**src/rtl/slot_atten_pkg.sv**
```systemverilog
// Package: shared types for the per-timeslot output attenuation stage.
// Assumes a 4-bit configuration entry whose field order the write port exposes.
package slot_atten_pkg;

    typedef enum logic [1:0] {
        ATT_0DB   = 2'b00,
        ATT_2P5DB = 2'b01,
        ATT_6DB   = 2'b10,
        ATT_RSVD  = 2'b11
    } att_code_e;

    typedef struct packed {
        att_code_e att;
        logic      bypass;
        logic      cancel_en;
    } slot_cfg_t;

    localparam int CFG_W = $bits(slot_cfg_t);

endpackage

```
**src/rtl/slot_cfg_regs.sv**
```systemverilog
// Module: per-timeslot configuration register file.
// One entry per slot, written synchronously and read combinationally.
// A read in the same cycle as a write to that entry returns the old value.
module slot_cfg_regs
    import slot_atten_pkg::*;
#(
    parameter int NUM_SLOTS = 32,
    localparam int IDX_W = $clog2(NUM_SLOTS)
) (
    input  logic             clk,
    input  logic             rst_n,
    input  logic             wr_en,
    input  logic [IDX_W-1:0] wr_idx,
    input  logic [CFG_W-1:0] wr_data,
    input  logic [IDX_W-1:0] rd_idx,
    output slot_cfg_t        rd_cfg
);

    slot_cfg_t entries [NUM_SLOTS];

    // Clear every entry on reset; store one entry per write cycle.
    always_ff @(posedge clk) begin
        if (!rst_n) begin
            for (int i = 0; i < NUM_SLOTS; i++) begin
                entries[i] <= '0;
            end
        end else if (wr_en) begin
            entries[wr_idx] <= slot_cfg_t'(wr_data);
        end
    end

    // Present the entry of the slot being processed.
    always_comb begin
        rd_cfg = entries[rd_idx];
    end

endmodule

```
**src/rtl/slot_gain.sv**
```systemverilog
// Module: fixed three-step attenuator for one sample.
// The 2.5 dB step is a Q-format multiply with round-half-up and saturation.
// The 6 dB step is an arithmetic shift right by one. Codes 00 and 11 pass through.
module slot_gain
    import slot_atten_pkg::*;
#(
    parameter int SAMPLE_W = 16,
    parameter int COEF_W   = 16,
    parameter int FRAC_W   = 15,
    parameter int COEF     = 24573,
    localparam int PROD_W  = SAMPLE_W + COEF_W
) (
    input  logic [SAMPLE_W-1:0] din,
    input  att_code_e           code,
    output logic [SAMPLE_W-1:0] dout
);

    localparam logic signed [PROD_W-1:0] SMAX = PROD_W'((2 ** (SAMPLE_W - 1)) - 1);
    localparam logic signed [PROD_W-1:0] SMIN = -(PROD_W'(2 ** (SAMPLE_W - 1)));
    localparam logic signed [PROD_W-1:0] HALF = PROD_W'(2 ** (FRAC_W - 1));
    localparam logic signed [COEF_W-1:0] KCOEF = COEF_W'(COEF);

    logic signed [PROD_W-1:0] prod;
    logic signed [PROD_W-1:0] scaled;
    logic [SAMPLE_W-1:0]      mul_sat;

    // Multiply by the 2.5 dB coefficient, round and saturate.
    always_comb begin
        prod   = PROD_W'($signed(din)) * PROD_W'(KCOEF);
        scaled = (prod + HALF) >>> FRAC_W;
        if (scaled > SMAX) begin
            mul_sat = SMAX[SAMPLE_W-1:0];
        end else if (scaled < SMIN) begin
            mul_sat = SMIN[SAMPLE_W-1:0];
        end else begin
            mul_sat = scaled[SAMPLE_W-1:0];
        end
    end

    // Choose the attenuation step selected by the code.
    always_comb begin
        unique case (code)
            ATT_2P5DB: dout = mul_sat;
            ATT_6DB:   dout = {din[SAMPLE_W-1], din[SAMPLE_W-1:1]};
            default:   dout = din;
        endcase
    end

endmodule

```
**src/rtl/slot_path_sel.sv**
```systemverilog
// Module: output source selection and signalling-bit merge.
// Precedence: bypass, then attenuation (only with cancelling enabled),
// then the LSB override, which also applies in bypass.
module slot_path_sel
    import slot_atten_pkg::*;
#(
    parameter int SAMPLE_W = 16
) (
    input  slot_cfg_t           cfg,
    input  logic [SAMPLE_W-1:0] send_smp,
    input  logic [SAMPLE_W-1:0] canc_smp,
    input  logic [SAMPLE_W-1:0] gain_smp,
    input  logic                lsb_keep,
    output logic [SAMPLE_W-1:0] sel_smp
);

    logic [SAMPLE_W-1:0] body;

    // Pick bypass, attenuated or plain cancelled sample.
    always_comb begin
        if (cfg.bypass) begin
            body = send_smp;
        end else if (cfg.cancel_en) begin
            body = gain_smp;
        end else begin
            body = canc_smp;
        end
    end

    // Carry the send-path LSB through when signalling is active.
    always_comb begin
        sel_smp = body;
        if (lsb_keep) begin
            sel_smp[0] = send_smp[0];
        end
    end

endmodule

```
**src/rtl/slot_atten_top.sv**
```systemverilog
// Module: per-timeslot output attenuation stage, top level.
// Looks up the slot's entry, forms the output sample and registers it
// together with its slot index one clock after a valid input.
module slot_atten_top
    import slot_atten_pkg::*;
#(
    parameter int SAMPLE_W  = 16,
    parameter int MAX_SLOTS = 32,
    localparam int IDX_W    = $clog2(MAX_SLOTS)
) (
    input  logic                clk,
    input  logic                rst_n,
    input  logic                frame32,
    input  logic                cfg_we,
    input  logic [IDX_W-1:0]    cfg_addr,
    input  logic [CFG_W-1:0]    cfg_wdata,
    input  logic                in_valid,
    input  logic [IDX_W-1:0]    in_slot,
    input  logic [SAMPLE_W-1:0] send_smp,
    input  logic [SAMPLE_W-1:0] canc_smp,
    input  logic                sig_lsb_en,
    output logic                out_valid,
    output logic [IDX_W-1:0]    out_slot,
    output logic [SAMPLE_W-1:0] out_smp
);

    logic [IDX_W-1:0]    eff_slot;
    slot_cfg_t           cur_cfg;
    logic [SAMPLE_W-1:0] gain_smp;
    logic [SAMPLE_W-1:0] sel_smp;

    // Drop the top index bit in the 16-slot frame.
    always_comb begin
        eff_slot = in_slot;
        if (!frame32) begin
            eff_slot[IDX_W-1] = 1'b0;
        end
    end

    slot_cfg_regs #(
        .NUM_SLOTS(MAX_SLOTS)
    ) u_regs (
        .clk    (clk),
        .rst_n  (rst_n),
        .wr_en  (cfg_we),
        .wr_idx (cfg_addr),
        .wr_data(cfg_wdata),
        .rd_idx (eff_slot),
        .rd_cfg (cur_cfg)
    );

    slot_gain #(
        .SAMPLE_W(SAMPLE_W)
    ) u_gain (
        .din (canc_smp),
        .code(cur_cfg.att),
        .dout(gain_smp)
    );

    slot_path_sel #(
        .SAMPLE_W(SAMPLE_W)
    ) u_sel (
        .cfg     (cur_cfg),
        .send_smp(send_smp),
        .canc_smp(canc_smp),
        .gain_smp(gain_smp),
        .lsb_keep(sig_lsb_en),
        .sel_smp (sel_smp)
    );

    // Register the result and its slot index on each valid input.
    always_ff @(posedge clk) begin
        if (!rst_n) begin
            out_valid <= 1'b0;
            out_slot  <= '0;
            out_smp   <= '0;
        end else begin
            out_valid <= in_valid;
            if (in_valid) begin
                out_slot <= eff_slot;
                out_smp  <= sel_smp;
            end
        end
    end

    AST_VALID_FOLLOWS: assert property (@(posedge clk) disable iff (!rst_n)
        1'b1 |=> (out_valid == $past(in_valid)));

    AST_BYPASS_SEND: assert property (@(posedge clk) disable iff (!rst_n)
        (in_valid && cur_cfg.bypass && !sig_lsb_en) |=> (out_smp == $past(send_smp)));

    AST_LSB_TRANSPARENT: assert property (@(posedge clk) disable iff (!rst_n)
        (in_valid && sig_lsb_en) |=> (out_smp[0] == $past(send_smp[0])));

    AST_NO_CANCEL_PASS: assert property (@(posedge clk) disable iff (!rst_n)
        (in_valid && !cur_cfg.bypass && !cur_cfg.cancel_en && !sig_lsb_en)
        |=> (out_smp == $past(canc_smp)));

    AST_HALF_STEP: assert property (@(posedge clk) disable iff (!rst_n)
        (in_valid && !cur_cfg.bypass && cur_cfg.cancel_en && cur_cfg.att == ATT_6DB && !sig_lsb_en)
        |=> ($signed(out_smp) == ($signed($past(canc_smp)) >>> 1)));

endmodule

```
**config.mk**
```make
export PLATFORM = sky130hd
export DESIGN_NAME = slot_atten_top
export DESIGN_NICKNAME = d
export VERILOG_FILES = /design/src/rtl/slot_atten_pkg.sv /design/src/rtl/slot_cfg_regs.sv /design/src/rtl/slot_gain.sv /design/src/rtl/slot_path_sel.sv /design/src/rtl/slot_atten_top.sv
export SDC_FILE = /design/constraint.sdc
export NUM_CORES = 1
export LEC_CHECK = 0
export ABC_AREA = 1
export BUFFER_PORTS_ARGS = -buffer_cell sky130_fd_sc_hd__clkbuf_2
export CAP_MARGIN = 5
export CORE_AREA = 4 4 163 165
export CTS_CLUSTER_DIAMETER = 60
export DETAILED_ROUTE_END_ITERATION = 7
export DIE_AREA = 0 0 167 169
export PLACE_DENSITY = 0.78
export SLEW_MARGIN = 20
export SYNTH_ARGS = -nofsm -noshare
export SYNTH_HDL_FRONTEND = slang
export SYNTH_SLANG_ARGS = --single-unit
```
**constraint.sdc**
```tcl
create_clock -name clk -period 6.8 [get_ports clk]
set_input_delay 1.36 -clock clk [delete_from_list [all_inputs] [get_ports clk]]
set_output_delay 1.36 -clock clk [all_outputs]
set_load 0.02 [all_outputs]
```
==> flow_summary.ini <==
[status]
status = completed

[floorplan]
start_util_pct = 56.8
die_area_um2 = 28200
chipWidth_um = 167
rows = 58
die_height_um = 169
io_pins = 74
coreArea_um2 = 25000

[placed_design]
gp_congestion = 1.04
io_buffers = 73
place.detailed.hpwl_mm = 29.7

[critical_path]
cp_num_cells = 28
reg2reg_from = u_regs.entries[14][3]$_SDFFCE_PN0P_
start_kind = input port
regToRegSetupSlack_ns = 4.10
cp_max_fo = 15
timing.rr.end = out_smp[1]$_SDFFE_PN0P_
r2r_cells = 14
crit_family = adder cells
cpMaxStageDelayCell = fa_1
critPathCaptureType = flop
cp.required_ns = 7.11
critPathMaxStageDelay_ns = 0.55
critPathKind = in2reg
critPathArrivalTime_ns = 6.91
cp_num_buf_inv = 5

[timing]
slew_headroom_pct = 41.3
fmax_mhz = 152
fin_crit_ns = 6.59
fin_hold_ws_ns = 0.507
finClkSkew_ns = 0.0119
fin_crit_sh_pct = 97.0
finalSetupViolations = 0
hold_viol_final = 0
drv_slew = 0
worst_pin_slew_ns = 0.875

[clock_tree]
cts_tree = yes
clkSlewWorstSetupHoldPaths_ns = 0.07
clock_sinks = 150
clockBufferDepth = 2
htreeDepth = 4
cts_made_buffers = 17
root_buffer = clkbuf_16
clock_latency_ns = 0.43

[hold_path]
hold_end = out_smp[9]$_SDFFE_PN0P_
min-delay-start = out_smp[9]$_SDFFE_PN0P_
holdPathStages = 2
hold_class = reg2reg

[cells_and_area]
drive_gt1_share_pct = 16.4
ff_latch_area_um2 = 4280
mostFrequentLayoutCell = inv_1
final_util_pct = 64.6
layout_common_cells = 282 x inv_1, 275 x nand2_1, 223 x nor2_1
fillCellCount = 2036
multi_input_area_um2 = 8590
nNetsFinal = 2099
area_growth_pct = 13.8
diodes = 0

[synth]
synth_seq_area_share_pct = 30.1
synth_edf_count = 128
syn_inst = 1636
async_reset_ff_share_pct = 0
synth_nets = 1956
synth_area_um2 = 14200
synth-main-ff-cell = edfxtp_1
yosysUniqueCellTypes = 46
syn_avg_cell_area_um2 = 8.69
synth-seq-cells = 150
synth_warnings = 0

[grt]
grt_pass1_wl_mm = 62.1
use_met2_pct = 48.1
grt_use_met1_pct = 34.6
grt_max_degree = 66
grtUsageMet3_pct = 4.11
first_global_vias = 12300
grt-busiest-layer = met2
grt_use_total_pct = 27.7
gr-total-overflow = 0
grt_antenna_before_repair = 0

[drt]
wl_per_cell_um = 18.3
via_per_inst = 5.63
vias = 11900
drtPass1Iterations = 7
ant_nets = 0
route.detailed.drc = 0
routed_wl_mm = 38.9
drt_iter0_drc = 1094

[job]
cap_violations = 0
synth_stat cells (7+ instances only):
| cell | instances | area [um2] |
|---|---|---|
| dfxtp_1 | 22 | 440 |
| xor2_1 | 12 | 105 |
| nor2_1 | 223 | 837 |
| xnor2_1 | 15 | 131 |
| o21ai_0 | 71 | 355 |
| nand3_1 | 47 | 235 |
| buf_6 | 7 | 78.8 |
| o21ai_1 | 11 | 55.1 |
| a21oi_1 | 71 | 355 |
| ha_1 | 135 | 1690 |
| nor2_2 | 10 | 62.6 |
| a21oi_2 | 13 | 114 |
| nand2_1 | 277 | 1040 |
| nand2_2 | 18 | 113 |
| buf_2 | 12 | 60.1 |
| edfxtp_1 | 128 | 3840 |
| nor3_1 | 15 | 75.1 |
| inv_1 | 283 | 1060 |
| o221ai_1 | 18 | 158 |
| clkbuf_1 | 32 | 120 |
| inv_2 | 8 | 30.0 |
| fa_1 | 133 | 2660 |
| o21bai_1 | 8 | 60.1 |
registers in the layout, indices dropped and copies added, names as in the netlist:
signal,cells
out_slot,5
out_valid,1
u_regs.entries,128
out_smp,16
stage by stage:
stage                     instance area [um2]  setup TNS, ns  std cells  worst slack [ns]
after floorplan                         14200              0       1636             0.283
after global placement                  15500          -2.00       2089            -0.227
after detailed placement                15500          -2.89       2089            -0.299
after CTS                               16100              0       2121            0.0888
after global routing                    16200       -0.00453       2122          -0.00381
final                                   16200              0       2122             0.207
layout make-up:
| type | count | share of cell area, % |
|---|---|---|
| Clock buffer | 17 | 2.63 |
| Clock inverter | 15 | 0.982 |
| Inverter | 292 | 6.78 |
| Multi-Input combinational cell | 1136 | 53.1 |
| Sequential cell | 150 | 26.5 |
| Tap cell | 330 | 2.55 |
| Timing Repair Buffer | 182 | 7.47 |
worst reg2reg max path, stage by stage, from the launching register on:
cell and delay, ns:
edfxtp_1 0.34, o21ai_0 0.09, o221ai_1 0.32, nand3_1 0.18
nand2_1 0.11, inv_1 0.04, o21ai_1 0.18, inv_1 0.07
ha_1 0.27, inv_1 0.05, nand2_4 0.30, inv_1 0.18
o21ai_0 0.21, a21oi_1 0.07, o21a_1 0.17
kinds of logic after synthesis:
group | share of synthesized area, %
AND/OR/NAND/NOR | 18.1
buffers and inverters | 9.85
adder cells (fa/ha/maj) | 30.6
AO/OA/AOI/OAI | 9.63
flip-flops | 30.1
XOR/XNOR | 1.66
routing by layer:
metal  wire length (um)  vias to the layer above
li1                   -                     5517
met1              14900                     5654
met2              19100                      623
met3               2950                      153
met4               1960                        0
met5                  0                        -
timing repair:
action / 4_1_cts / 5_1_grt
gates resized for setup: 0 / 13
endpoints found under the setup margin: 0 / 15
hold buffers: 0 / 0
setup buffers: 0 / 1
how the worst max path moves through the flow:
stage / end / slack, ns / from
global route: out_smp[7]$_SDFFE_PN0P_ / -0.004 / canc_smp[7]
finish: out_smp[10]$_SDFFE_PN0P_ / 0.21 / canc_smp[9]
global placement: out_smp[4]$_SDFFE_PN0P_ / -0.23 / canc_smp[6]
detailed placement: out_smp[10]$_SDFFE_PN0P_ / -0.30 / canc_smp[7]
CTS: out_smp[10]$_SDFFE_PN0P_ / 0.09 / canc_smp[7]
floorplan: out_smp[1]$_SDFFE_PN0P_ / 0.28 / canc_smp[7]
Power is not shown: default switching activity piles up to over one toggle a cycle in this logic, so the estimate is an artifact.
